**config.mk**
```make
export PLATFORM = sky130hd
export DESIGN_NAME = tgt_prefetch_ctrl
export DESIGN_NICKNAME = d
export VERILOG_FILES = /design/src/rtl/tpf_pkg.sv /design/src/rtl/tpf_cfg_decode.sv /design/src/rtl/tpf_seq_check.sv /design/src/rtl/tpf_stop_timer.sv /design/src/rtl/tgt_prefetch_ctrl.sv
export SDC_FILE = /design/constraint.sdc
export NUM_CORES = 1
export LEC_CHECK = 0
export BUFFER_PORTS_ARGS = -buffer_cell sky130_fd_sc_hd__buf_2
export CAP_MARGIN = 20
export CORE_MARGIN = 2
export CORE_UTILIZATION = 54
export DETAILED_ROUTE_END_ITERATION = 10
export GPL_ROUTABILITY_DRIVEN = 0
export PLACE_DENSITY = 0.87
export SYNTH_ARGS = -nofsm -noshare
export SYNTH_HDL_FRONTEND = slang
export SYNTH_HIERARCHICAL = 1
export SYNTH_SLANG_ARGS = --single-unit
```
**constraint.sdc**
```tcl
create_clock -name clk -period 3.98 [get_ports clk]
set_input_delay 0 -clock clk [delete_from_list [all_inputs] [get_ports clk]]
set_output_delay 0 -clock clk [all_outputs]
set_load 0.01 [all_outputs]
```
**src/rtl/tpf_pkg.sv**
```systemverilog
package tpf_pkg;

  typedef enum logic [1:0] {
    PF_ONE       = 2'd0,
    PF_COUNT     = 2'd1,
    PF_STREAM    = 2'd2,
    PF_STREAM_RA = 2'd3
  } pf_mode_e;

  localparam int CNT_W = 5;

  // total beats of a counted fetch: requested word plus 0/4/8/16
  function automatic logic [CNT_W-1:0] count_limit(input logic [1:0] sel);
    logic [CNT_W-1:0] lim;
    unique case (sel)
      2'd0:    lim = CNT_W'(1);
      2'd1:    lim = CNT_W'(5);
      2'd2:    lim = CNT_W'(9);
      default: lim = CNT_W'(17);
    endcase
    return lim;
  endfunction

endpackage

```
**src/rtl/tpf_cfg_decode.sv**
```systemverilog
module tpf_cfg_decode
  import tpf_pkg::*;
(
  input  logic [2:0]       cfg,
  input  logic             io_space,
  input  logic             ra_en,
  output pf_mode_e         mode,
  output logic [CNT_W-1:0] limit
);
  always_comb begin
    limit = count_limit(cfg[1:0]);
    if (io_space || (cfg[2] && cfg[1:0] == 2'b00)) begin
      mode = PF_ONE;
    end else if (cfg[2]) begin
      mode = PF_COUNT;
    end else if (ra_en) begin
      mode = PF_STREAM_RA;
    end else begin
      mode = PF_STREAM;
    end
  end
endmodule

```
**src/rtl/tpf_seq_check.sv**
```systemverilog
module tpf_seq_check #(
  parameter int AW = 32
) (
  input  logic [AW-1:0] req_addr,
  input  logic [AW-1:0] prev_addr,
  input  logic          prev_valid,
  input  logic          ra_en,
  input  logic          req_io,
  input  logic          fifo_has_data,
  input  logic          flush_now,
  output logic          hit
);
  logic seq_ok;
  always_comb begin
    seq_ok = (req_addr[1:0] == 2'b00) && (req_addr == prev_addr + AW'(4));
    hit    = ra_en && !req_io && prev_valid && fifo_has_data && !flush_now && seq_ok;
  end
endmodule

```
**src/rtl/tpf_stop_timer.sv**
```systemverilog
module tpf_stop_timer #(
  parameter int STOP_DLY = 2
) (
  input  logic clk,
  input  logic rst,
  input  logic clear,
  input  logic done,
  output logic expired
);
  localparam int TW = (STOP_DLY < 2) ? 1 : $clog2(STOP_DLY + 1);

  logic          seen_q;
  logic [TW-1:0] tmr_q;

  always_ff @(posedge clk) begin
    if (rst || clear) begin
      seen_q <= 1'b0;
      tmr_q  <= '0;
    end else if (done) begin
      seen_q <= 1'b1;
      tmr_q  <= TW'(STOP_DLY - 1);
    end else if (tmr_q != '0) begin
      tmr_q  <= tmr_q - TW'(1);
    end
  end

  assign expired = seen_q && (tmr_q == '0);
endmodule

```
**src/rtl/tgt_prefetch_ctrl.sv**
```systemverilog
module tgt_prefetch_ctrl
  import tpf_pkg::*;
#(
  parameter  int AW       = 32,
  parameter  int DW       = 32,
  parameter  int DEPTH    = 32,
  parameter  int STOP_DLY = 2,
  localparam int LVL_W    = $clog2(DEPTH + 1)
) (
  input  logic             clk,
  input  logic             rst,
  input  logic             up_req,
  input  logic [AW-1:0]    up_addr,
  input  logic             up_io,
  input  logic [2:0]       up_pf_cfg,
  input  logic             ra_en,
  input  logic             up_done,
  input  logic             flush_in,
  output logic             up_hit,
  output logic             lb_req,
  output logic [AW-1:0]    lb_addr,
  input  logic             lb_ack,
  input  logic [DW-1:0]    lb_rdata,
  output logic             fifo_push,
  output logic [DW-1:0]    fifo_wdata,
  output logic             fifo_flush,
  input  logic [LVL_W-1:0] fifo_level
);

  logic [AW-1:0]    last_addr_q;
  logic             last_valid_q;
  logic [2:0]       cfg_q;
  logic             io_q;
  logic [CNT_W-1:0] beat_cnt_q;
  logic             hit_q, push_q, flush_q, req_q;
  logic [AW-1:0]    addr_q;
  logic [DW-1:0]    wdata_q;

  logic             beat, hit, restart, room, want_more, stop_now, expired;
  logic [LVL_W:0]   occ_now, occ_next;
  logic [CNT_W-1:0] beat_total, limit;
  pf_mode_e         mode;

  tpf_cfg_decode u_dec (
    .cfg      (cfg_q),
    .io_space (io_q),
    .ra_en    (ra_en),
    .mode     (mode),
    .limit    (limit)
  );

  tpf_seq_check #(.AW(AW)) u_seq (
    .req_addr      (up_addr),
    .prev_addr     (last_addr_q),
    .prev_valid    (last_valid_q),
    .ra_en         (ra_en),
    .req_io        (up_io),
    .fifo_has_data (occ_now != '0),
    .flush_now     (flush_in),
    .hit           (hit)
  );

  tpf_stop_timer #(.STOP_DLY(STOP_DLY)) u_tmr (
    .clk     (clk),
    .rst     (rst),
    .clear   (restart),
    .done    (up_done),
    .expired (expired)
  );

  always_comb begin
    beat       = req_q && lb_ack;
    restart    = up_req && !hit;
    // occupancy after pending flush and the push still in flight
    occ_now    = (flush_q ? '0 : {1'b0, fifo_level}) + {{LVL_W{1'b0}}, push_q};
    occ_next   = occ_now + {{LVL_W{1'b0}}, beat};
    room       = occ_next < (LVL_W + 1)'(DEPTH);
    beat_total = beat_cnt_q + CNT_W'(1);
    stop_now   = (mode == PF_STREAM) && expired;
    unique case (mode)
      PF_ONE:   want_more = 1'b0;
      PF_COUNT: want_more = beat_total < limit;
      default:  want_more = 1'b1;
    endcase
  end

  always_ff @(posedge clk) begin
    if (rst) begin
      last_addr_q  <= '0;
      last_valid_q <= 1'b0;
      cfg_q        <= '0;
      io_q         <= 1'b0;
      beat_cnt_q   <= '0;
      hit_q        <= 1'b0;
      push_q       <= 1'b0;
      flush_q      <= 1'b0;
      req_q        <= 1'b0;
      addr_q       <= '0;
      wdata_q      <= '0;
    end else begin
      hit_q   <= up_req && hit;
      push_q  <= beat && !restart && !flush_in;
      flush_q <= restart || flush_in;
      if (beat) wdata_q <= lb_rdata;

      if (up_req) begin
        last_addr_q  <= up_addr;
        last_valid_q <= !up_io;
      end else if (flush_in) begin
        last_valid_q <= 1'b0;
      end

      if (restart) begin
        req_q      <= 1'b1;
        addr_q     <= {up_addr[AW-1:2], 2'b00};
        beat_cnt_q <= '0;
        cfg_q      <= up_pf_cfg;
        io_q       <= up_io;
      end else if (flush_in) begin
        req_q <= 1'b0;
      end else if (beat) begin
        addr_q     <= addr_q + AW'(4);
        beat_cnt_q <= beat_total;
        req_q      <= want_more && room && !stop_now;
      end else if (stop_now) begin
        req_q <= 1'b0;
      end
    end
  end

  assign up_hit     = hit_q;
  assign lb_req     = req_q;
  assign lb_addr    = addr_q;
  assign fifo_push  = push_q;
  assign fifo_wdata = wdata_q;
  assign fifo_flush = flush_q;

endmodule

```
==> out/metrics.yaml <==
logic_synthesis:
  netlist_area_sq_um: 6180
  seq_area_frac_synth_pct: 36.0
  ys.flop_type: "dfxtp_1"
  avgSynthCellArea_sq_um: 8.08
  ys_ff_latch: 111
  synthArstFlopShare_pct: 0
  yosysWarnings: 6
  syn_inst: 765
  synth_edf_count: 0
  ys_types: 70
setup_path:
  start_kind: "flop"
  cp.required_ns: 4.30
  path_class: "reg -> reg"
  crit_arrival_ns: 4.13
  path_max_fanout: 12
  crit_path_end_kind: "flop"
timing:
  whs_ns: 0.0303
  rsz0062_at_grt: "true"
  fmax_ghz: 0.262
  slew_viol_final: 0
  fin_crit_sh_pct: 95.8
  slew_headroom_pct: 19.9
  setup_violations: 0
  final-hold-violation-count: 0
  fin_skew_ns: 0.0105
  worstMarginPinSlew_ns: 1.19
  fin_tns_setup_ns: 0
  fin_crit_ns: 3.81
grt:
  overflow: 0
  grt_pass1_vias: 6301
  grt.total_usage_pct: 30.1
  grtUsageMet2_pct: 53.3
  grt_pass1_wl_microns: 30300
  gr-usage-met3_pct: 8.20
  grt_max_degree: 83
  grt_use_met1_pct: 34.7
  antenna_found_initial: 0
  grt_most_used_layer: "met2"
drt:
  drt_wl_total_microns: 18800
  vias: 6602
  drt.antenna.violating_nets: 0
  drt_pre_antenna_iters: 5
  drtIter0Drc: 504
  post_drt_wl_per_cell_microns: 16.9
  drc: 0
  viasPerCell: 5.92
power:
  p_leak_nw: 3.37
  ir_worst_vdd_v: 0.000301
  p_per_area_nw_per_um2: 321
final_layout:
  drive_gt1_share_pct: 21.1
  area_growth_pct: 32.3
  nets: 1059
  antennaDiodeCount: 0
  final_common_cell: "buf_2"
  layout_common_cells: "buf_2, nand2_1, dfxtp_1"
outcome:
  outcome: "complete, no violations"
clock_network:
  clk_latency_ns: 0.37
  cts_tree: "built"
  cts_root_buf: "clkbuf_16"
  clkTransAtPathRegs_ns: 0.08
  clock_path_buffers: 2
  cts.sinks: 111
  numCtsBuffers: 9
  cts.htree.levels: 3
placed_design:
  port_buffers: 146
  dp_hpwl_microns: 12200
floorplanning:
  fp.coreArea_sq_um: 11300
  die_area_sq_um: 12300
  row_count: 39
  initial_core_util_pct: 54.8
  io_pins: 149
  dieHeight_microns: 111
  die_w_microns: 111
worst_hold_path:
  hp-class: "in -> reg"
flow_run:
  maxCapViolCount: 0
-- final cells by class --
cell class	count	area, sq um
Fill cell	806	3100
Clock buffer	9	225
Multi-Input combinational cell	593	3760
Tap cell	143	179
Sequential cell	111	2220
Timing Repair Buffer	237	1650
Clock inverter	7	75.1
Inverter	16	63.8
-- critical path, stage by stage, from the launching register on --
cell and delay (ns):
dfxtp_1 0.55, nand3_1 0.35, o21a_1 0.29, or4b_1 0.51, a21oi_1 0.22, o211ai_1 0.14, nor4_2 0.19, o221a_1 0.30
nand2b_4 0.17, clkinvlp_4 0.17, or4_1 0.48, or3_1 0.31, nand3_1 0.08
-- path summary, 6_finish.rpt --
kind	start	end	slack, ns	cells after the start
setup / recovery	last_addr_q[4]	lb_addr[27]	0.17	12
hold / removal	fifo_level[5]	lb_req	0.03	4
setup reg to reg	last_addr_q[4]	lb_addr[27]	0.17	12
hold reg to reg	fifo_wdata[5]	fifo_wdata[5]	0.45	2
-- power breakdown --
| group | internal (mW) | total [mW] | leakage, nW | switching (mW) |
|---|---|---|---|---|
| logic | 0.225 | 0.460 | 2.31 | 0.235 |
| clock network | 0.444 | 0.916 | 0.143 | 0.472 |
| registers | 1.17 | 1.25 | 0.912 | 0.0761 |
-- flip-flops by register name (all words and copies together), names as in the netlist --
register      count
fifo_flush        1
fifo_wdata       32
u_tmr/tmr_q       2
cfg_q             3
up_hit            1
u_tmr/seen_q      1
lb_req            1
lb_addr          30
last_addr_q      32
fifo_push         1
io_q              1
beat_cnt_q        5
last_valid_q      1
-- timing repair --
| action | CTS | global route |
|---|---|---|
| endpoints found under the setup margin | 0 | 35 |
| hold buffers | 75 | 0 |
| resized for setup | 0 | 16 |
| buffers inserted | 0 | 5 |
| endpoints found under the hold margin | 90 | 0 |
-- per-layer routing --
metal	wire length [microns]	share of wire, %
met1	7250	39
met5	0	0
met2	9540	51
met3	1530	8.2
met4	485	2.6
-- Yosys cell counts, types with 16 or more instances --
library cell / n / area, sq um
nand2_1: 114 / 428
dfxtp_1: 111 / 2220
nor2_1: 67 / 251
a21oi_1: 50 / 250
mux2i_1: 37 / 370
xnor2_1: 32 / 280
nand3_1: 31 / 155
clkbuf_1: 25 / 93.8
nor3_1: 25 / 125
o21ai_0: 22 / 110
xor2_1: 19 / 166
nand4_1: 18 / 113
inv_1: 16 / 60.1
-- logic make-up after synthesis --
logic type / after synthesis / synth area share [%]
adder cells (fa/ha/maj): 10 / 2.02
buffers and inverters: 62 / 4.15
multiplexers: 38 / 6.18
other: 3 / 0.182
flip-flops: 111 / 36.0
XOR/XNOR: 51 / 7.23
AND/OR/NAND/NOR: 343 / 28.7
AO/OA/AOI/OAI: 147 / 15.6
-- stage by stage --
stage / cell area [sq um] / total power [mW] / std cells / util [%] / worst slack (ns)
floorplan: 6180 / 1.49 / 766 / - / 0.479
detailed placement: 6970 / 1.64 / 1019 / 61.9 / 0.0537
CTS: 8030 / 2.61 / 1110 / 71.2 / 0.0540
global placement: 6970 / 1.64 / 1019 / 61.9 / 0.276
finish: 8180 / 2.62 / 1116 / 72.5 / 0.167
global route: 8180 / 2.72 / 1116 / 72.5 / -0.0674
Note: power is estimated with default switching activity, not from simulation.
